`config.mk`:
```
export PLATFORM = sky130hd
export DESIGN_NAME = can_err_capture
export DESIGN_NICKNAME = d
export VERILOG_FILES = /design/src/rtl/can_err_pkg.sv /design/src/rtl/err_flag_bank.sv /design/src/rtl/err_code_store.sv /design/src/rtl/err_irq_combine.sv /design/src/rtl/can_err_capture.sv
export SDC_FILE = /design/constraint.sdc
export NUM_CORES = 1
export LEC_CHECK = 0
export ABC_AREA = 1
export BUFFER_PORTS_ARGS = -buffer_cell sky130_fd_sc_hd__buf_2
export CAP_MARGIN = 20
export CORE_MARGIN = 5
export CORE_UTILIZATION = 57
export CTS_CLUSTER_SIZE = 10
export DETAILED_ROUTE_END_ITERATION = 7
export GPL_TIMING_DRIVEN = 0
export HOLD_SLACK_MARGIN = 0.12
export PLACE_DENSITY_LB_ADDON = 0.15
export SYNTH_ARGS = -nofsm -noshare
export SYNTH_HDL_FRONTEND = slang
export SYNTH_SLANG_ARGS = --single-unit
```
`constraint.sdc`:
```
create_clock -name clk -period 2.4 [get_ports clk]
set_input_delay 0.36 -clock clk [delete_from_list [all_inputs] [get_ports clk]]
set_output_delay 0.36 -clock clk [all_outputs]
set_load 0.02 [all_outputs]
```
`src/rtl/can_err_pkg.sv`:
```
package can_err_pkg;
   localparam int unsigned BYTE_W   = 8;
   localparam int unsigned OFS_FACT = 0;
   localparam int unsigned OFS_FEN  = 1;
   localparam int unsigned OFS_CODE = 2;
   localparam int unsigned OFS_IEN  = 3;
   localparam int unsigned OFS_IST  = 4;
   localparam int unsigned OFS_TXC  = 5;
   localparam int unsigned OFS_RXC  = 6;
   localparam int unsigned IRQ_BIT  = 5;
   localparam int unsigned MODE_BIT = 7;
endpackage

```
`src/rtl/err_flag_bank.sv`:
```
module err_flag_bank #(
   parameter int unsigned W = 8
) (
   input  logic         clk,
   input  logic         rst_n,
   input  logic [W-1:0] set_i,
   input  logic         flush_i,
   input  logic         wr_i,
   input  logic [W-1:0] wdata_i,
   output logic [W-1:0] flags_o
);
   generate
      if (W < 1) begin : g_bad_w
         $error("err_flag_bank: W must be at least 1");
      end
   endgenerate

   for (genvar i = 0; i < W; i++) begin : g_bit
      logic drop;
      assign drop = flush_i || (wr_i && !wdata_i[i]);

      always_ff @(posedge clk or negedge rst_n) begin
         if (!rst_n)          flags_o[i] <= 1'b0;
         else if (set_i[i])   flags_o[i] <= 1'b1;
         else if (drop)       flags_o[i] <= 1'b0;
      end

      // an event always leaves the flag set
      p_evt_sets_r4: assert property (@(posedge clk) disable iff (!rst_n)
         set_i[i] |=> flags_o[i]);
      // zero written with no event clears
      p_zero_clears_r3: assert property (@(posedge clk) disable iff (!rst_n)
         (wr_i && !wdata_i[i] && !set_i[i]) |=> !flags_o[i]);
      // nothing touching the bit keeps it
      p_hold_r3: assert property (@(posedge clk) disable iff (!rst_n)
         (!set_i[i] && !flush_i && !(wr_i && !wdata_i[i])) |=> $stable(flags_o[i]));
   end
endmodule

```
`src/rtl/err_code_store.sv`:
```
module err_code_store #(
   parameter int unsigned CODE_W = 7
) (
   input  logic              clk,
   input  logic              rst_n,
   input  logic [CODE_W-1:0] evt_i,
   input  logic              wr_i,
   input  logic [7:0]        wdata_i,
   output logic              accum_o,
   output logic [CODE_W-1:0] code_o
);
   import can_err_pkg::*;

   generate
      if (CODE_W < 1 || CODE_W > MODE_BIT) begin : g_bad_w
         $error("err_code_store: CODE_W must be 1..7");
      end
   endgenerate

   logic flush;

   always_ff @(posedge clk or negedge rst_n) begin
      if (!rst_n)    accum_o <= 1'b0;
      else if (wr_i) accum_o <= wdata_i[MODE_BIT];
   end

   // latest-only mode: a fresh event wipes older causes
   assign flush = !accum_o && (|evt_i);

   err_flag_bank #(.W(CODE_W)) u_bank (
      .clk     (clk),
      .rst_n   (rst_n),
      .set_i   (evt_i),
      .flush_i (flush),
      .wr_i    (wr_i),
      .wdata_i (wdata_i[CODE_W-1:0]),
      .flags_o (code_o)
   );

   // in latest-only mode nothing older than the event survives
   p_latest_only_r7: assert property (@(posedge clk) disable iff (!rst_n)
      (!accum_o && (|evt_i)) |=> ((code_o & ~$past(evt_i)) == '0));
   // in accumulate mode held causes survive an event without a write
   p_accumulate_r6: assert property (@(posedge clk) disable iff (!rst_n)
      (accum_o && !wr_i) |=> ((code_o & $past(code_o)) == $past(code_o)));
endmodule

```
`src/rtl/err_irq_combine.sv`:
```
module err_irq_combine #(
   parameter int unsigned FACT_W  = 8,
   parameter bit          IRQ_REG = 1'b0
) (
   input  logic              clk,
   input  logic              rst_n,
   input  logic [FACT_W-1:0] flags_i,
   input  logic [FACT_W-1:0] en_i,
   input  logic              glob_en_i,
   output logic              irq_o
);
   logic req;
   assign req = glob_en_i && (|(flags_i & en_i));

   generate
      if (IRQ_REG) begin : g_reg
         always_ff @(posedge clk or negedge rst_n) begin
            if (!rst_n) irq_o <= 1'b0;
            else        irq_o <= req;
         end
      end else begin : g_comb
         assign irq_o = req;
         // a raised request is always backed by a latched flag
         p_irq_backed_r8: assert property (@(posedge clk) disable iff (!rst_n)
            irq_o |-> (flags_i != '0));
      end
   endgenerate
endmodule

```
`src/rtl/can_err_capture.sv`:
```
module can_err_capture #(
   parameter int unsigned ADDR_W   = 3,
   parameter int unsigned FACT_W   = 8,
   parameter int unsigned CODE_W   = 7,
   parameter int unsigned CNT_W    = 8,
   parameter bit          SYNC_CNT = 1'b1,
   parameter bit          IRQ_REG  = 1'b0
) (
   input  logic              clk,
   input  logic              rst_n,
   input  logic [FACT_W-1:0] fact_evt,
   input  logic [CODE_W-1:0] code_evt,
   input  logic [CNT_W-1:0]  tx_cnt_in,
   input  logic [CNT_W-1:0]  rx_cnt_in,
   input  logic              reg_wr,
   input  logic [ADDR_W-1:0] reg_addr,
   input  logic [7:0]        reg_wdata,
   output logic [7:0]        reg_rdata,
   output logic              err_irq
);
   import can_err_pkg::*;

   generate
      if (ADDR_W < 3)                  begin : g_bad_addr
         $error("can_err_capture: ADDR_W must cover 7 offsets");
      end
      if (FACT_W < 1 || FACT_W > BYTE_W) begin : g_bad_fact
         $error("can_err_capture: FACT_W must be 1..8");
      end
      if (CNT_W < 1 || CNT_W > BYTE_W)   begin : g_bad_cnt
         $error("can_err_capture: CNT_W must be 1..8");
      end
   endgenerate

   logic              sel_fact, sel_fen, sel_code, sel_ien;
   logic [FACT_W-1:0] fact_flags;
   logic [FACT_W-1:0] fact_en;
   logic [7:0]        int_en;
   logic [CODE_W-1:0] code_flags;
   logic              accum;
   logic [CNT_W-1:0]  tx_cnt_q, rx_cnt_q;

   assign sel_fact = reg_wr && (reg_addr == ADDR_W'(OFS_FACT));
   assign sel_fen  = reg_wr && (reg_addr == ADDR_W'(OFS_FEN));
   assign sel_code = reg_wr && (reg_addr == ADDR_W'(OFS_CODE));
   assign sel_ien  = reg_wr && (reg_addr == ADDR_W'(OFS_IEN));

   err_flag_bank #(.W(FACT_W)) u_fact (
      .clk     (clk),
      .rst_n   (rst_n),
      .set_i   (fact_evt),
      .flush_i (1'b0),
      .wr_i    (sel_fact),
      .wdata_i (reg_wdata[FACT_W-1:0]),
      .flags_o (fact_flags)
   );

   err_code_store #(.CODE_W(CODE_W)) u_code (
      .clk     (clk),
      .rst_n   (rst_n),
      .evt_i   (code_evt),
      .wr_i    (sel_code),
      .wdata_i (reg_wdata),
      .accum_o (accum),
      .code_o  (code_flags)
   );

   always_ff @(posedge clk or negedge rst_n) begin
      if (!rst_n) begin
         fact_en <= '0;
         int_en  <= '0;
      end else begin
         if (sel_fen) fact_en <= reg_wdata[FACT_W-1:0];
         if (sel_ien) int_en  <= reg_wdata;
      end
   end

   err_irq_combine #(.FACT_W(FACT_W), .IRQ_REG(IRQ_REG)) u_irq (
      .clk       (clk),
      .rst_n     (rst_n),
      .flags_i   (fact_flags),
      .en_i      (fact_en),
      .glob_en_i (int_en[IRQ_BIT]),
      .irq_o     (err_irq)
   );

   generate
      if (SYNC_CNT) begin : g_cnt_sync
         always_ff @(posedge clk or negedge rst_n) begin
            if (!rst_n) begin
               tx_cnt_q <= '0;
               rx_cnt_q <= '0;
            end else begin
               tx_cnt_q <= tx_cnt_in;
               rx_cnt_q <= rx_cnt_in;
            end
         end
         // captured counters trail inputs by one cycle
         p_cnt_lag_r9: assert property (@(posedge clk) disable iff (!rst_n)
            1'b1 |=> (tx_cnt_q == $past(tx_cnt_in) && rx_cnt_q == $past(rx_cnt_in)));
      end else begin : g_cnt_pass
         assign tx_cnt_q = tx_cnt_in;
         assign rx_cnt_q = rx_cnt_in;
      end
   endgenerate

   always_comb begin
      reg_rdata = '0;
      case (reg_addr)
         ADDR_W'(OFS_FACT): reg_rdata[FACT_W-1:0] = fact_flags;
         ADDR_W'(OFS_FEN):  reg_rdata[FACT_W-1:0] = fact_en;
         ADDR_W'(OFS_CODE): begin
            reg_rdata[CODE_W-1:0] = code_flags;
            reg_rdata[MODE_BIT]   = accum;
         end
         ADDR_W'(OFS_IEN):  reg_rdata = int_en;
         ADDR_W'(OFS_IST):  reg_rdata[IRQ_BIT] = err_irq;
         ADDR_W'(OFS_TXC):  reg_rdata[CNT_W-1:0] = tx_cnt_q;
         ADDR_W'(OFS_RXC):  reg_rdata[CNT_W-1:0] = rx_cnt_q;
         default:           reg_rdata = '0;
      endcase
   end

   // no request while the global enable is off
   p_irq_gated_r8: assert property (@(posedge clk) disable iff (!rst_n)
      !int_en[IRQ_BIT] |-> !err_irq);
   // enable registers change only on their own write
   p_en_hold_r10: assert property (@(posedge clk) disable iff (!rst_n)
      (!sel_fen && !sel_ien) |=> ($stable(fact_en) && $stable(int_en)));
endmodule

```
== After elaboration in Yosys (flattened, before gate mapping) ==
Index checks and enable logic that the tools add are counted.

* Register bits after elaboration: 48
* Output and inout bits: 9
* Logic and storage cells: 115
* Bits of input ports: 45

* Bitwise logic cells: 1
* Mux-type cells: 33
* Eq/ne operators: 6
* Reduce and logical (&&, ||, !) cells: 55

{| class="wikitable"
|+ Operator list
! operator !! number
|-
| $mux W1 || 30
|-
| $pmux W5 S6 || 1
|-
| $reduce_bool A2 Y1 || 15
|-
| $logic_and A1 B1 Y1 || 21
|-
| $pmux W2 S6 || 1
|-
| $eq A3 B3 Y1 const B || 3
|-
| $logic_not A1 Y1 || 9
|-
| $and A8 B8 Y8 || 1
|-
| $reduce_or A8 Y1 || 1
|-
| $logic_or A1 B1 Y1 || 7
|-
| $pmux W1 S7 || 1
|-
| $reduce_or A7 Y1 || 1
|-
| $eq A3 B2 Y1 const B || 2
|-
| $eq A3 B1 Y1 const B || 1
|-
| $logic_not A3 Y1 || 1
|}

== Depth between registers and ports, before layout ==
Gate-level depths: netlist of run 1.

* Word-level depth: 6
* Depth in mapped cells: 9
* Depth with buffers taken out: 8

== By module ==
A second synthesis of run 1 with hierarchy kept.

* Cells, all modules: 358
* Area, all modules: 2533.7 sq um

{| class="wikitable"
|+ Modules (own cells, without submodules)
! module !! area an instance (sq um) !! times used !! cells an instance !! seq. area each (sq um)
|-
| can_err_capture || 1616.6 || 1 || 208 || 800.8
|-
| err_flag_bank at u_fact || 429.2 || 1 || 66 || 200.2
|-
| err_flag_bank at u_code.u_bank || 359.1 || 1 || 56 || 175.2
|-
| err_code_store || 67.6 || 1 || 12 || 25.0
|-
| err_irq_combine || 61.3 || 1 || 16 || 0.0
|}

== Worst setup path after synthesis of run 1 ==
Ideal clock, no wire load.

* Kind: input port to output port
* Start point: input port reg_addr[1]
* End point: output port reg_rdata[0]
* Arrival: 1.248 ns
* Path buffers: 1
* Required time: 2.040 ns
* Setup slack: 0.792 ns
* Stages: 9
* Cell sequence: buf_4 -> inv_1 -> nor2_4 -> nand2_1 -> inv_1 -> nand2_1 -> nand2_1 -> nor2_1 -> nand2_1

* Word-level cells in the longest chain between the ends: 2
* Elaborated cells on any way between the ends: 7
* Those cells by class: eq/ne (5); mux (1); reduce/logical (1)

{| class="wikitable"
|+ RTL lines
! what !! RTL line !! text
|-
| start, declared || can_err_capture.sv:16 || <nowiki>input logic [ADDR_W-1:0] reg_addr,</nowiki>
|-
| $eq A3 B3 Y1 (tied with other cells) || can_err_capture.sv:109 || <nowiki>case (reg_addr)</nowiki>
|-
| $pmux W5 S6 (*) || can_err_capture.sv:109 ||
|-
| end, declared || can_err_capture.sv:18 || <nowiki>output logic [7:0] reg_rdata,</nowiki>
|}

Every way passes the cells marked *; elsewhere a longest branch is shown, timed or not.

== Worst setup path after layout of run 1 ==
Same ends and word-level chain as after synthesis.

==> results of run 1 <==
==> cells in the mapped netlist (2+ instances only) <==
cell type and number:
dfrtp_1 48, nor2_2 2, inv_1 38, o21ai_2 8, a21oi_1 3, o21bai_1 3
nand3b_1 2, nand2_1 92, nand3_1 30, o21ai_0 18, buf_6 2, nor2_1 17
inv_2 2
==> logic make-up (layout without fill, tap and decap cells) <==
logic type	Yosys count	in the layout	share of synthesized area
flip-flops	48	48	0.536
buffers and inverters	45	106	0.0843
AND/OR/NAND/NOR	149	149	0.286
AO/OA/AOI/OAI	34	34	0.0937
==> state kept, by name, summed over array words and instances, names as in the netlist <==
signal	count
fact_en	8
int_en	8
rx_cnt_q	8
tx_cnt_q	8
u_fact.flags_o	8
u_code.u_bank.flags_o	7
u_code.accum_o	1
==> how the worst min path moves through the flow <==
stage | cells after the start | startpoint | to
2_1_floorplan | 0 | rst_n | fact_en[0]
3_3_place_gp | 1 | rx_cnt_in[6] | rx_cnt_q[6]
3_5_place_dp | 1 | tx_cnt_in[6] | tx_cnt_q[6]
4_1_cts | 1 | tx_cnt_in[6] | tx_cnt_q[6]
5_1_grt | 1 | tx_cnt_in[0] | tx_cnt_q[0]
6_report | 1 | tx_cnt_in[3] | tx_cnt_q[3]
==> power groups by stage <==
| stage | logic [mW] | registers [mW] | clock network, mW |
|---|---|---|---|
| 2_1_floorplan | 0.209 | 0.945 | 0 |
| 3_5_place_dp | 0.325 | 0.955 | 0 |
| 5_1_grt | 0.378 | 0.951 | 0.533 |
| 4_1_cts | 0.327 | 0.939 | 0.485 |
| 3_3_place_gp | 0.317 | 0.955 | 0 |
| 6_report | 0.330 | 0.940 | 0.481 |
==> metrics by stage <==
step,hold slack (ns),power (mW)
2_1_floorplan,0.0644,1.15
3_3_place_gp,0.468,1.27
3_5_place_dp,0.469,1.28
4_1_cts,0.162,1.75
5_1_grt,0.150,1.86
6_report,0.165,1.75
==> area by class of cell <==
type,instances,area (sq um)
Fill cell,314,1060
Inverter,40,150
Timing Repair Buffer,53,293
Multi-Input combinational cell,183,852
Tap cell,48,60.1
Clock buffer,8,90.1
Sequential cell,48,1200
Buffer,5,38.8
==> layer usage <==
| metal | vias to the layer above | track usage | share of wire |
|---|---|---|---|
| li1 | 978 | - | - |
| met5 | - | 0 | 0 |
| met2 | 52 | 0.322 | 0.51 |
| met1 | 899 | 0.274 | 0.42 |
| met4 | 0 | 0.0697 | 0.012 |
| met3 | 7 | 0.0386 | 0.066 |
==> timing repair <==
| action | 4_1_cts | 5_1_grt |
|---|---|---|
| hold buffers | 0 | 1 |
| hold endpoints to repair | 0 | 24 |
| setup endpoints to repair | 0 | 0 |
==> critical path, stage by stage <==
cell and delay [ns]:
buf_4 0.14, inv_1 0.07, nor2_4 0.21, nand2_1 0.17, inv_1 0.21, nand2_1 0.07
nand2_1 0.06, nor2_1 0.05, nand2_1 0.05, buf_2 0.15
==> results.txt, run 1 <==
CP Class = in -> out
Area share of the largest cell type after synthesis = 0.536
Final Core Density = 0.717
Avg Cell Area, Syn = 8.12 sq um
Clock power share = 0.275
Logic pwr share = 0.188
Maximum vdd drop = 505 uV
FMAX = 525 MHz
Row count = 22
Cts bufs inserted = 5
Final period utilization = 0.794
PortBufs = 51
Post-Route Skew = 0.000684 ns
Async SR Flop Fraction = 1.00
Top cells by area, synth = dfrtp_1, nand2_1, nand3_1
Setup Viol. Count Final = 0
Fin. max-slew vios = 0
Initial antenna violation count = 0
Core area = 0.00374 sq mm
Post-route design area = 0.00269 sq mm
Post-route worst setup slack = 0.495 ns
Worst reg2reg path depth = 4
Reg-to-Reg Start = u_code.accum_o
Clock Latency Late Sink = 0.29 ns
TritonCTS clock tree = built
Gpl congestion = 0.846
Hpwl dp = 3750 um
Via density = 5.03
Worst Setup EP = reg_rdata[0]
Crit path from = reg_addr[1]
Cell Int Power = 1.26 mW
HP Class = in -> reg
Cell taking the most area after synthesis = dfrtp_1
Antenna diode count = 0
Final min period = 1.91 ns
YS warnings = 0
Io pins = 54
Post-CTS Setup Inserts = 0
Final nets = 381
Final Hold Fails = 0
Vias in the first global route = 1,817
Commonest non-fill, non-tap cells in the layout = nand2_1, buf_2, dfrtp_1, inv_1, nand3_1
Initial detailed-routing violation count = 132
Leak = 1.46 nW
PostCTS Resize Cnt = 0
H-tree levels = 2
Status = complete, no violations
Least-Margin Pin Slew = 0.578 ns
Clk buf depth = 2
Seq pwr share = 0.537
Post-synth EDFFs = 0
Layout cells sized above 1 = 0.231
DR WL/cell = 12.4 um
Sw power = 0.494 mW
Setup TNS = 0 ns
Most common cell after layout, fill and taps aside = nand2_1
Dpl cells = 375
Antenna Nets Post-Route = 0
First-pass GRT wire length = 8140 um
Area Growth Syn to Fin = 19.8%
Root buf cell = clkbuf_8
DP Worst Slack = 0.475 ns
Tot GR Track Use = 0.201
Seq/Total Area, Yosys = 0.536
Max Cap Viol = 0
Critical Path Start Type = input pin
Mapped cell area = 0.00224 sq mm
Vias after detailed routing = 1,936
Synth cell types = 24
Fin cells = 385
DRC viols = 0
Clock Pin Slew Worst Setup and Hold Paths = 0.08 ns
Placed cell area = 0.00256 sq mm
WP data required = 2.04 ns
Initial Utilization = 0.599
Total number of clock tree sinks = 48
Die width = 72.7 um
RR Endpoint = u_code.u_bank.flags_o[2]
Die footprint = 0.00529 sq mm
Slew margin rel. = 0.615
Worst-path maximum fanout = 10
Largest net degree at the start of global routing = 49
PwrDens = 652 mW/mm^2
Post-Syn Instances = 276
GRT Residual Overflow = 0
Post-synthesis register bit count = 48
Worst setup EP type = output port
Sw Ratio = 0.282
Worst Path Arrival = 1.55 ns
WL final = 4790 um
Post-synthesis net count = 321
R2R Setup Slk = 1.41 ns
Top_reg_cell synth = dfrtp_1
RSZ-0062 raised after global routing = no
DR pass1 iterations = 4
DIE HEIGHT = 72.7 um
No activity file was read; power rests on OpenSTA's default activity.
==> run 2: changes to the inputs <==
- ABC_AREA: 1 -> 0
- CORE_UTILIZATION: 57 -> 52
- clock period: 2.4 -> 1.9 ns (I/O delays scaled with it)
==> results.txt, run 2 <==
Status = complete, but fails checks
Failing checks = negative setup slack
Post-route worst setup slack = -0.0112 ns
Final min period = 1.91 ns
Post-synth EDFFs = 0
WP data required = 1.62 ns
Commonest cells in the netlist = dfrtp_1, mux2_2, a22oi_1
Clk buf depth = 2
Final Hold Fails = 0
Vias after detailed routing = 1,681
Mapped cell area = 0.00216 sq mm
Core area = 0.00403 sq mm
TritonCTS clock tree = built
Critical Path Start Type = flip-flop
Fin cells = 296
Fin. max-slew vios = 0
Count leader, synth = dfrtp_1
Via density = 5.68
Synth cell types = 33
Worst Path Arrival = 1.63 ns
Avg Cell Area, Syn = 13.0 sq um
Dpl cells = 268
Top cells by area, synth = dfrtp_1, mux2_2, o21ai_2
Worst setup EP type = output port
Leak = 1.27 nW
Most common cell after layout, fill and taps aside = buf_2
Async SR Flop Fraction = 1.00
Final nets = 290
Layout cells sized above 1 = 0.467
Cell taking the most area after synthesis = dfrtp_1
Hpwl dp = 3930 um
GRT Residual Overflow = 0
Tot GR Track Use = 0.227
Row count = 23
Area Growth Syn to Fin = 32.3%
Sw Ratio = 0.267
YS warnings = 0
Antenna diode count = 0
PortBufs = 52
Clock Latency Late Sink = 0.30 ns
Initial detailed-routing violation count = 128
H-tree levels = 2
DIE HEIGHT = 74.5 um
Area share of the largest cell type after synthesis = 0.555
Clock Pin Slew Worst Setup and Hold Paths = 0.09 ns
Hold_sp = fact_evt[4]
Post-Route Skew = 0.00644 ns
Root buf cell = clkbuf_8
Post-Syn Instances = 166
DRC viols = 0
HP Class = in -> reg
Logic pwr share = 0.202
FMAX = 523 MHz
Vias in the first global route = 1,885
Maximum vdd drop = 531 uV
DR pass1 iterations = 4
DR WL/cell = 19.0 um
Die width = 74.5 um
Commonest non-fill, non-tap cells in the layout = buf_2, dfrtp_1, mux2_2, dlygate4sd3_1
Sw power = 0.669 mW
Slew margin rel. = 0.539
DP Worst Slack = 0.0475 ns
RR Endpoint = u_code.u_bank.flags_o[2]
Final period utilization = 1.01
Setup Viol. Count Final = 1
Cts bufs inserted = 5
Hold path cells = 2
Io pins = 54
Worst-path maximum fanout = 3
Initial antenna violation count = 0
Antenna Nets Post-Route = 0
Reg-to-Reg Start = u_code.accum_o
R2R Setup Slk = 0.65 ns
Gpl congestion = 0.785
WL final = 5630 um
Least-Margin Pin Slew = 0.692 ns
Post-synthesis register bit count = 48
PwrDens = 875 mW/mm^2
RSZ-0062 raised after global routing = yes
Cell Int Power = 1.84 mW
Worst Hold End = u_fact.flags_o[4]
First-pass GRT wire length = 9350 um
Total number of clock tree sinks = 48
Initial Utilization = 0.537
Seq pwr share = 0.489
Die footprint = 0.00555 sq mm
Largest net degree at the start of global routing = 49
Max Cap Viol = 0
Clock power share = 0.309
Seq/Total Area, Yosys = 0.555
Post-synthesis net count = 211
Worst reg2reg path depth = 2
CP Class = reg -> out
Top_reg_cell synth = dfrtp_1
-- run 2: changes by cell type after synthesis, moves of 4 or more --
| cell | before | now |
|---|---|---|
| a21oi_1 | 3 | 8 |
| a221oi_1 | 0 | 5 |
| a22oi_1 | 0 | 9 |
| nor2_1 | 17 | 5 |
| nand2b_1 | 0 | 8 |
| o21bai_1 | 3 | 7 |
| inv_1 | 38 | 2 |
| o21ai_0 | 18 | 7 |
| mux2_2 | 0 | 23 |
| nand2_1 | 92 | 0 |
| nand3_1 | 30 | 1 |
| nor2b_1 | 0 | 5 |
| buf_2 | 1 | 6 |
-- run 2: area by class of cell --
| cell class | count | area, sq um |
|---|---|---|
| Buffer | 9 | 58.8 |
| Clock buffer | 6 | 82.6 |
| Clock inverter | 2 | 38.8 |
| Fill cell | 304 | 1160 |
| Inverter | 2 | 7.51 |
| Multi-Input combinational cell | 107 | 933 |
| Sequential cell | 48 | 1200 |
| Tap cell | 50 | 62.6 |
| Timing Repair Buffer | 72 | 479 |
-- run 2: power by group through the flow --
stage	Clock, mW	Sequential [mW]	Combinational [mW]
after floorplan	0	1.21	0.292
after global placement	0	1.23	0.429
after detailed placement	0	1.24	0.445
after CTS	0.787	1.22	0.491
after global routing	0.829	1.24	0.557
final	0.775	1.23	0.507
-- run 2: per-stage QoR --
step           cell area [sq um]   util  total power [mW]  setup TNS, ns  hold slack [ns]
2_1_floorplan               2160      -              1.50              0          -0.0106
3_5_place_dp                2490  0.617              1.68              0            0.394
4_1_cts                     2800  0.694              2.50       -0.00866            0.161
3_3_place_gp                2490  0.617              1.66              0            0.392
5_1_grt                     2860  0.711              2.62        -0.0919            0.160
6_report                    2860  0.711              2.51        -0.0112            0.160
-- run 2: worst max path at each step --
| stage | start | to | slack (ns) | depth (start not counted) |
|---|---|---|---|---|
| 2_1_floorplan | u_fact.flags_o[2] | reg_rdata[5] | 0.27 | 3 |
| 3_3_place_gp | reg_addr[0] | reg_rdata[4] | 0.12 | 6 |
| 3_5_place_dp | reg_addr[1] | reg_rdata[1] | 0.05 | 7 |
| 4_1_cts | u_fact.flags_o[6] | reg_rdata[5] | -0.009 | 4 |
| 5_1_grt | fact_en[1] | reg_rdata[5] | -0.09 | 4 |
| 6_report | fact_en[1] | reg_rdata[5] | -0.01 | 4 |
-- run 2: cell families after synthesis --
group           synth area share
mux                        0.164
buf+inv                   0.0295
flops                      0.555
compound gates             0.170
simple gates              0.0821
-- run 2: critical path, cell delays in order, from the launching register on --
cell,delay (ns)
dfrtp_1,0.42
a22oi_2,0.24
a41oi_2,0.17
a311o_1,0.35
buf_6,0.14
-- run 2: timing repair --
| action | CTS | global route |
|---|---|---|
| gates resized for setup | 6 | 3 |
| pin swaps | 2 | 1 |
| setup endpoints to repair | 1 | 2 |
| hold buffers | 16 | 1 |
| hold endpoints to repair | 16 | 24 |
| setup buffers | 0 | 2 |
-- run 2: per-layer routing --
layer  vias up  wire length (um)  GRT usage
met3        11               359     0.0784
met1       836              2310      0.284
met4         0                87     0.0751
li1        779                 -          -
met2        55              2880      0.371
met5         -                 0          0
==> run 3: changes to the inputs <==
- RECOVER_POWER: unset -> 100
==> results.txt, run 3 (synthesis results as in run 2) <==
Post-route worst setup slack = -0.00470 ns
Hpwl dp = 3930 um
Worst Path Arrival = 1.62 ns
WL final = 5660 um
Most common cell after layout, fill and taps aside = buf_2
Layout cells sized above 1 = 0.423
FMAX = 525 MHz
HP Class = in -> reg
Tot GR Track Use = 0.227
Failing checks = negative setup slack
Final Hold Fails = 0
Max stage delay on crit path = 0.41 ns
PortBufs = 52
Via density = 5.73
WP data required = 1.62 ns
Commonest non-fill, non-tap cells in the layout = buf_2, dfrtp_1, mux2_2, dlygate4sd3_1, o21ai_0
Buf/Inv on CP = 1
Dpl cells = 268
Initial antenna violation count = 0
Maximum vdd drop = 532 uV
Initial Utilization = 0.537
Setup TNS = -0.00470 ns
Leak = 1.23 nW
Final nets = 290
CP top delay family = compound AO/OA/AOI/OAI gates
Antenna Nets Post-Route = 0
Vias after detailed routing = 1,696
Max Cap Viol = 0
Slew margin rel. = 0.544
Critical Path Start Type = flip-flop
Core area = 0.00403 sq mm
Antenna diode count = 0
Setup Viol. Count Final = 1
DIE HEIGHT = 74.5 um
Gpl congestion = 0.785
DR pass1 iterations = 4
Placed cell area = 0.00249 sq mm
Root buf cell = clkbuf_8
Die footprint = 0.00555 sq mm
Area Growth Syn to Fin = 29.8%
Largest net degree at the start of global routing = 49
H-tree levels = 2
Total number of clock tree sinks = 48
Io pins = 54
Worst setup EP type = output port
Clock Pin Slew Worst Setup and Hold Paths = 0.09 ns
GRT Residual Overflow = 0
Cts bufs inserted = 5
Clk buf depth = 2
TritonCTS clock tree = built
Worst-path maximum fanout = 3
Clock Latency Late Sink = 0.30 ns
Initial detailed-routing violation count = 128
Fin. max-slew vios = 0
Final period utilization = 1.00
PwrDens = 886 mW/mm^2
DRC viols = 0
Row count = 23
RSZ-0062 raised after global routing = yes
# fillers = 322
Die width = 74.5 um
Final min period = 1.90 ns
DR WL/cell = 19.1 um
Vias in the first global route = 1,885
Worst path cell trace = mux2_4 -> a22o_1 -> a311o_1 -> buf_6
CP Class = reg -> out
DP Worst Slack = 0.0475 ns
Least-Margin Pin Slew = 0.685 ns
Worst path slowest cell = dfrtp_1
Status = complete, but fails checks
Post-Route Skew = 0.00446 ns
Fin cells = 296
Post-route design area = 0.00281 sq mm
First-pass GRT wire length = 9350 um
[run 3: changes by cell type in the layout (fill, tap and decap cells not counted), sizes merged]
cell / change
clkbuf: +5
buf: -5
[run 3: cell type report]
type | instances | area, sq um | area share
tap | 50 | 62.6 | 0.0223
multi-input combinational | 107 | 907 | 0.323
buffer | 9 | 53.8 | 0.0192
clock buffer | 6 | 82.6 | 0.0294
sequential | 48 | 1200 | 0.428
inverter | 2 | 7.51 | 0.00267
clock inverter | 2 | 38.8 | 0.0138
timing repair buffer | 72 | 455 | 0.162
[run 3: path summary, 6_finish.rpt]
kind                       slack [ns]  depth (start not counted)                  endpoint           start
min                              0.16                          2         u_fact.flags_o[4]     fact_evt[4]
min reg2reg                      0.52                          1                 int_en[7]       int_en[7]
max reg2reg                      0.65                          2  u_code.u_bank.flags_o[2]  u_code.accum_o
max                            -0.005                          4              reg_rdata[5]      fact_en[5]
max in group asynchronous        0.39                          3                fact_en[4]           rst_n
min in group asynchronous        0.51                          2                fact_en[6]           rst_n
[run 3: per-stage QoR]
step           utilization  total power [mW]  hold WS [ns]
6_report             0.697              2.49         0.164
5_1_grt              0.697              2.61         0.160
4_1_cts              0.694              2.50         0.161
3_5_place_dp         0.617              1.68         0.394
3_3_place_gp         0.617              1.66         0.392
2_1_floorplan            -              1.50       -0.0106
[run 3: timing repair]
item                                    in CTS  in global routing
buffers inserted                             0                  2
endpoints found under the setup margin       1                  2
gates resized for setup                      6                  3
hold buffers                                16                  1
pin swaps                                    2                  1
endpoints found under the hold margin       16                 24
[run 3: worst register-to-register path: stages, from the launching register on]
cell and delay [ns]:
dfrtp_1 0.40, a21oi_1 0.55, o21bai_1 0.16
[run 3: layer usage]
metal / up-vias / wire, um / GRT usage
li1: 778 / - / -
met1: 844 / 2310 / 0.284
met2: 63 / 2890 / 0.371
met3: 11 / 378 / 0.0784
met4: 0 / 82 / 0.0751
met5: - / 0 / 0
[run 3: report_power, final]
part           internal, mW  switching [mW]
Sequential             1.14          0.0825
Combinational         0.258           0.237
Clock                 0.430           0.340
